`src/rtl/baud_frame_pkg.sv`:
```
package baud_frame_pkg;

  typedef enum logic [1:0] {
    PAR_NONE = 2'd0,
    PAR_ODD  = 2'd1,
    PAR_EVEN = 2'd2
  } parMode_e;

  // strobes from control to datapath
  typedef struct packed {
    logic run;    // counters may advance
    logic clear;  // return counters to the start of a bit
    logic load;   // copy shadow settings into the running set
  } baudCtl_t;

  localparam logic [1:0] ADDR_LINE = 2'd0;
  localparam logic [1:0] ADDR_IDIV = 2'd1;
  localparam logic [1:0] ADDR_FDIV = 2'd2;

  // line-control field positions
  localparam int LC_LEN_LO  = 0;
  localparam int LC_STOP    = 2;
  localparam int LC_EVEN    = 3;
  localparam int LC_PAR_EN  = 5;
  localparam int MIN_DATA   = 5;

endpackage

```
`src/rtl/baud_frame_decode.sv`:
```
module baud_frame_decode
  import baud_frame_pkg::*;
#(
  parameter int LCR_W = 8
) (
  input  logic [LCR_W-1:0] lineWord,
  output logic [3:0]       dataBits,
  output logic             stopTwo,
  output parMode_e         parityMode,
  output logic [3:0]       frameBits
);

  logic [1:0] lenField;
  logic       parOn;

  assign lenField = lineWord[LC_LEN_LO +: 2];
  assign parOn    = lineWord[LC_PAR_EN];
  assign stopTwo  = lineWord[LC_STOP];

  always_comb begin
    dataBits = 4'(lenField) + 4'(MIN_DATA);
    if (!parOn)                parityMode = PAR_NONE;
    else if (lineWord[LC_EVEN]) parityMode = PAR_EVEN;
    else                       parityMode = PAR_ODD;
    frameBits = 4'd1 + dataBits + (parOn ? 4'd1 : 4'd0) + (stopTwo ? 4'd2 : 4'd1);
  end

endmodule

```
`src/rtl/baud_frame_ctrl.sv`:
```
module baud_frame_ctrl
  import baud_frame_pkg::*;
#(
  parameter int DIV_W  = 16,
  parameter int FRAC_W = 3,
  parameter int LCR_W  = 8
) (
  input  logic              clk,
  input  logic              rstN,
  input  logic              wrValid,
  input  logic [1:0]        wrAddr,
  input  logic [DIV_W-1:0]  wrData,
  input  logic              restart,
  input  logic              bitEnd,
  output baudCtl_t          ctl,
  output logic [LCR_W-1:0]  shLine,
  output logic [DIV_W-1:0]  shDiv,
  output logic [FRAC_W-1:0] shFrac,
  output logic              shadowZero
);

  logic running;

  always_ff @(posedge clk or negedge rstN) begin
    if (!rstN) begin
      shLine <= '0;
      shDiv  <= '0;
      shFrac <= '0;
    end else if (wrValid) begin
      unique case (wrAddr)
        ADDR_LINE: shLine <= wrData[LCR_W-1:0];
        ADDR_IDIV: shDiv  <= wrData;
        ADDR_FDIV: shFrac <= wrData[FRAC_W-1:0];
        default: ;
      endcase
    end
  end

  assign shadowZero = (shDiv == '0);

  always_ff @(posedge clk or negedge rstN) begin
    if (!rstN) running <= 1'b0;
    else       running <= !shadowZero;
  end

  always_comb begin
    ctl.run   = running && !shadowZero;
    ctl.clear = shadowZero || !running || restart;
    ctl.load  = !shadowZero && (!running || restart || bitEnd);
  end

endmodule

```
`src/rtl/baud_frame_datapath.sv`:
```
module baud_frame_datapath
  import baud_frame_pkg::*;
#(
  parameter int DIV_W  = 16,
  parameter int FRAC_W = 3,
  parameter int LCR_W  = 8,
  parameter int OVS    = 16
) (
  input  logic              clk,
  input  logic              rstN,
  input  baudCtl_t          ctl,
  input  logic [LCR_W-1:0]  shLine,
  input  logic [DIV_W-1:0]  shDiv,
  input  logic [FRAC_W-1:0] shFrac,
  output logic              ovsTick,
  output logic              bitStrobe,
  output logic [LCR_W-1:0]  actLine
);

  localparam int CNT_W = DIV_W + 1;
  localparam int SUB_W = $clog2(OVS);
  localparam int CMP_W = (SUB_W > FRAC_W) ? SUB_W : FRAC_W;
  localparam logic [SUB_W-1:0] LAST_SUB = SUB_W'(OVS - 1);

  logic [DIV_W-1:0]  actDiv;
  logic [FRAC_W-1:0] actFrac;
  logic [CNT_W-1:0]  cycCnt;
  logic [SUB_W-1:0]  subIdx;
  logic              extraCyc;
  logic [CNT_W-1:0]  tickLast;

  // running settings, refreshed only when control asks
  always_ff @(posedge clk or negedge rstN) begin
    if (!rstN) begin
      actLine <= '0;
      actDiv  <= '0;
      actFrac <= '0;
    end else if (ctl.load) begin
      actLine <= shLine;
      actDiv  <= shDiv;
      actFrac <= shFrac;
    end
  end

  // first actFrac ticks of each bit get one extra reference cycle
  generate
    if (FRAC_W > 0) begin : g_spread
      assign extraCyc = (CMP_W'(subIdx) < CMP_W'(actFrac));
    end else begin : g_plain
      assign extraCyc = 1'b0;
    end
  endgenerate

  assign tickLast  = {1'b0, actDiv} + CNT_W'(extraCyc);
  assign ovsTick   = ctl.run && (cycCnt == tickLast);
  assign bitStrobe = ovsTick && (subIdx == LAST_SUB);

  always_ff @(posedge clk or negedge rstN) begin
    if (!rstN) begin
      cycCnt <= '0;
      subIdx <= '0;
    end else if (ctl.clear) begin
      cycCnt <= '0;
      subIdx <= '0;
    end else if (ctl.run) begin
      if (ovsTick) begin
        cycCnt <= '0;
        subIdx <= bitStrobe ? '0 : subIdx + 1'b1;
      end else begin
        cycCnt <= cycCnt + 1'b1;
      end
    end
  end

endmodule

```
`src/rtl/uart_baud_frame_gen.sv`:
```
module uart_baud_frame_gen
  import baud_frame_pkg::*;
#(
  parameter int DIV_W  = 16,
  parameter int FRAC_W = 3,
  parameter int LCR_W  = 8,
  parameter int OVS    = 16
) (
  input  logic             clk,
  input  logic             rstN,
  input  logic             wrValid,
  input  logic [1:0]       wrAddr,
  input  logic [DIV_W-1:0] wrData,
  input  logic             restart,
  output logic             ovsTick,
  output logic             bitStrobe,
  output logic [3:0]       dataBits,
  output logic             stopTwo,
  output logic [1:0]       parityMode,
  output logic [3:0]       frameBits
);

  baudCtl_t          ctl;
  logic [LCR_W-1:0]  shLine;
  logic [DIV_W-1:0]  shDiv;
  logic [FRAC_W-1:0] shFrac;
  logic              shadowZero;
  logic [LCR_W-1:0]  actLine;
  logic              loadNow;
  parMode_e          parEnum;

  baud_frame_ctrl #(.DIV_W(DIV_W), .FRAC_W(FRAC_W), .LCR_W(LCR_W)) u_ctrl (
    .clk(clk), .rstN(rstN), .wrValid(wrValid), .wrAddr(wrAddr), .wrData(wrData),
    .restart(restart), .bitEnd(bitStrobe), .ctl(ctl), .shLine(shLine),
    .shDiv(shDiv), .shFrac(shFrac), .shadowZero(shadowZero)
  );

  baud_frame_datapath #(.DIV_W(DIV_W), .FRAC_W(FRAC_W), .LCR_W(LCR_W), .OVS(OVS)) u_dp (
    .clk(clk), .rstN(rstN), .ctl(ctl), .shLine(shLine), .shDiv(shDiv),
    .shFrac(shFrac), .ovsTick(ovsTick), .bitStrobe(bitStrobe), .actLine(actLine)
  );

  baud_frame_decode #(.LCR_W(LCR_W)) u_dec (
    .lineWord(actLine), .dataBits(dataBits), .stopTwo(stopTwo),
    .parityMode(parEnum), .frameBits(frameBits)
  );

  assign parityMode = parEnum;
  assign loadNow    = ctl.load;

endmodule

```
`config.mk`:
```
export PLATFORM = sky130hd
export DESIGN_NAME = uart_baud_frame_gen
export DESIGN_NICKNAME = d
export VERILOG_FILES = /design/src/rtl/baud_frame_pkg.sv /design/src/rtl/baud_frame_decode.sv /design/src/rtl/baud_frame_ctrl.sv /design/src/rtl/baud_frame_datapath.sv /design/src/rtl/uart_baud_frame_gen.sv
export SDC_FILE = /design/constraint.sdc
export NUM_CORES = 1
export LEC_CHECK = 0
export BUFFER_PORTS_ARGS = -buffer_cell sky130_fd_sc_hd__buf_2
export CAP_MARGIN = 20
export CORE_MARGIN = 3
export CORE_UTILIZATION = 35
export CTS_CLUSTER_DIAMETER = 100
export CTS_CLUSTER_SIZE = 25
export DETAILED_ROUTE_END_ITERATION = 6
export PLACE_DENSITY = 0.63
export SYNTH_ARGS = -nofsm -noshare
export SYNTH_HDL_FRONTEND = slang
export SYNTH_SLANG_ARGS = --single-unit
```
`constraint.sdc`:
```
create_clock -name clk -period 4.5 [get_ports clk]
set_input_delay 0.9 -clock clk [delete_from_list [all_inputs] [get_ports clk]]
set_output_delay 0.9 -clock clk [all_outputs]
set_load 0.01 [all_outputs]
```
==> impl_metrics.ini <==
[outcome]
outcome = complete, no violations

[final_layout]
drive_above_1_share_pct = 21.32
final_nets = 501
num_antenna_cells = 0
regArea_mm2 = 0.001752
fill_cells = 1160
fin_area_mm2 = 0.004921
multi_input_area_mm2 = 0.002364
area_growth_pct = 14.90

[drt]
drt-initial-drc-count = 200
detail-route-antenna-nets = 0
totalWireLength_um = 10110
vias = 3439
post_drt_via_cell_ratio = 5.619
first_pass_iters = 4
wire_per_inst_um = 16.52
drc = 0

[floorplanning]
die_x_um = 116.6
io_pins = 35
die-height_um = 116.6
initial_core_util_pct = 36.57
coreArea_mm2 = 0.01171
rows = 39
die_area_mm2 = 0.01360

[placement]
gp_congestion = 0.8671
hpwl_um = 7223
place_ws_ps = 255.5
port_buffers = 34
placed_cell_area_mm2 = 0.004556

[setup_path]
cpMaxStageDelayCell = or4_4
reg2reg_to = u_dp.actDiv[9]
critPathMaxFanout = 3
rr_startpoint = u_dp.subIdx[1]
startpoint_type = flop
required_ps = 3600
cp_slowest_stage_delay_ps = 460
r2r_cells = 12
crit_path_end_kind = output port
rrSetupSlack_ps = 720
arrival_ps = 3590
crit_type = reg2out
path_buf_inv = 1
crit_chain = ha_1 > a21o_1 > a211oi_2 > ha_2 > ha_4 > nand4_1 > or4_4 > mux2_4 > o311ai_4 > nand3_2 > a211oi_4 > and2_1 > buf_2
cp.depth = 13
crit_family = compound AO/OA/AOI/OAI gates

[sta]
fin_skew_ps = 6.799
tightest_slew_ps = 984.1
setup_viol = 0
period_share_pct = 99.80
min_period_ps = 4491
fmax_mhz = 222.7
report.final.hold_viol_count = 0
finalMaxSlewViolations = 0
fin_ws_ps = 8.920
whs_ps = 526.0
tns_ps = 0
rsz0062_at_grt = yes
slew_headroom_pct = 34.40

[yosys]
synth_warnings = 0
avgSynthCellArea_um2 = 9.801
synthArstFlopShare_pct = 100.0
synth.distinct_cells = 53
synthesis.area_mm2 = 0.004283
syn-instance-count = 437
synth_edf_count = 0
ys.flop_type = dfrtp_1
synth.net_count = 473
postSynthRegisterBits = 70
yosysSeqAreaShare_pct = 40.90

[pwr]
total_power_w = 0.001964
p_leak_nw = 2.130
p_per_area_mw_per_mm2 = 399.2
ir_drop_mv = 0.2982

[clock_tree]
clk_latency_ps = 340
cts_buffers = 9
clkSinkCount = 70
cts_hold_buf = 0
clk_path_buf_depth = 2
clock-root-buffer = clkbuf_16
cts_tree = built
h-tree-depth = 3
clkTransAtPathRegs_ps = 60

[min_path]
hold_class = reg2reg
whs_endpoint = u_dp.actFrac[1]
worstHoldPathCells = 2
min_from = u_dp.actFrac[1]

[global_route]
grt_start_max_net_pins = 41
grtUsageTotal_pct = 16.02
grt_pass1_wl_um = 17160
antenna_found_initial = 0
overflow = 0
grt_pass1_vias = 3427

[job]
drv_cap = 0
[worst max path at each step]
stage | from | end | slack (ps)
2_1_floorplan | u_dp.subIdx[1] | bitStrobe | 9
3_3_place_gp | u_dp.subIdx[1] | bitStrobe | 300
3_5_place_dp | u_dp.subIdx[1] | bitStrobe | 260
4_1_cts | u_dp.subIdx[1] | bitStrobe | 8
5_1_grt | u_dp.subIdx[1] | bitStrobe | -180
6_report | u_dp.subIdx[1] | bitStrobe | 9
[synthesized netlist by cell type (2+ instances only)]
cell type,n,area [um^2]
inv_1,13,48.80
nand2b_1,4,25.02
mux2i_1,4,40.04
a211oi_1,2,15.01
nand3_1,24,120.1
o2111ai_1,2,17.52
o21ai_0,3,15.01
and3_1,26,162.7
and4b_1,2,20.02
o31a_1,8,70.07
nor3b_1,2,15.01
buf_2,6,30.03
nor4_1,8,50.05
xor2_1,17,148.9
nand3b_1,5,37.54
a211oi_2,2,25.02
nor2b_1,2,12.51
or3_1,3,18.77
and4_1,2,17.52
o21ai_1,24,120.1
ha_1,12,150.1
a21o_1,4,30.03
nor3_1,20,100.1
nand4_1,17,106.4
fa_1,2,40.04
and2_1,2,12.51
mux2_2,24,270.3
xnor2_1,23,201.4
buf_6,3,33.78
clkbuf_1,16,60.06
a21oi_1,3,15.01
a32oi_1,16,140.1
buf_4,3,22.52
dfrtp_1,70,1752
nor2_1,4,15.01
nand2_1,41,153.9
buf_1,2,7.510
[cell type report]
cell class	count	share of cell area, %
sequential	70	35.60
multi-input combinational	322	48.03
clock inverter	5	1.220
tap	143	3.636
timing repair buffer	48	5.594
inverter	14	1.068
clock buffer	10	4.856
[flip-flops by register name, indices dropped and copies added (netlist names)]
name and count:
u_dp.actDiv 16, u_dp.subIdx 4, u_dp.actLine 5, u_dp.actFrac 3, u_ctrl.shDiv 16, u_ctrl.shFrac 3
u_dp.cycCnt 17, u_ctrl.shLine 5, u_ctrl.running 1
[per-stage QoR]
step | utilization (%) | instances
floorplan | - | 437
global placement | 38.90 | 594
detailed placement | 38.90 | 594
CTS | 41.62 | 610
global route | 42.02 | 612
finish | 42.02 | 612
[metal layers]
metal	global-route usage, %	wire length (um)
met1	21.11	4689
met2	25.29	4682
met4	6.193	226
met3	4.197	515
met5	0	0
[cell usage in the layout (no fill, tap or decap), types with 10 or more instances in the layout]
cell,netlist,final
mux2_2,24,24
o21ai_1,24,24
xor2_1,17,17
buf_2,6,34
ha_1,12,10
dfrtp_1,70,70
nor3_1,20,20
buf_4,3,14
inv_1,13,13
xnor2_1,23,23
nand3_1,24,23
and3_1,26,26
nand4_1,17,17
nand2_1,41,41
a32oi_1,16,16
[what timing repair did]
action / CTS / global route
buffers inserted: 1 / 2
resized for setup: 3 / 5
pin swaps: 2 / 2
endpoints found under the setup margin: 2 / 2
[where the power goes]
| part | internal (W) | switching (W) |
|---|---|---|
| Combinational | 0.000205 | 0.000229 |
| Sequential | 0.000712 | 0.000104 |
| Clock | 0.000441 | 0.000271 |
[tightest hold or removal path: cells and delay by family, from the launching register on]
kind	cells	cell delay, ps
DFF	1	380
and+or+nand+nor	1	60
AOI/OAI and AO/OA	1	50
[logic make-up after synthesis]
logic type,Yosys count,synth area share [%]
AND/OR/NAND/NOR,166,21.24
XOR/XNOR,40,8.180
buffers and inverters,45,4.937
adder cells (fa/ha/maj),14,4.440
multiplexers,29,7.596
AO/OA/AOI/OAI,73,12.71
flip-flops,70,40.90
(Power assumes the default switching activity.)
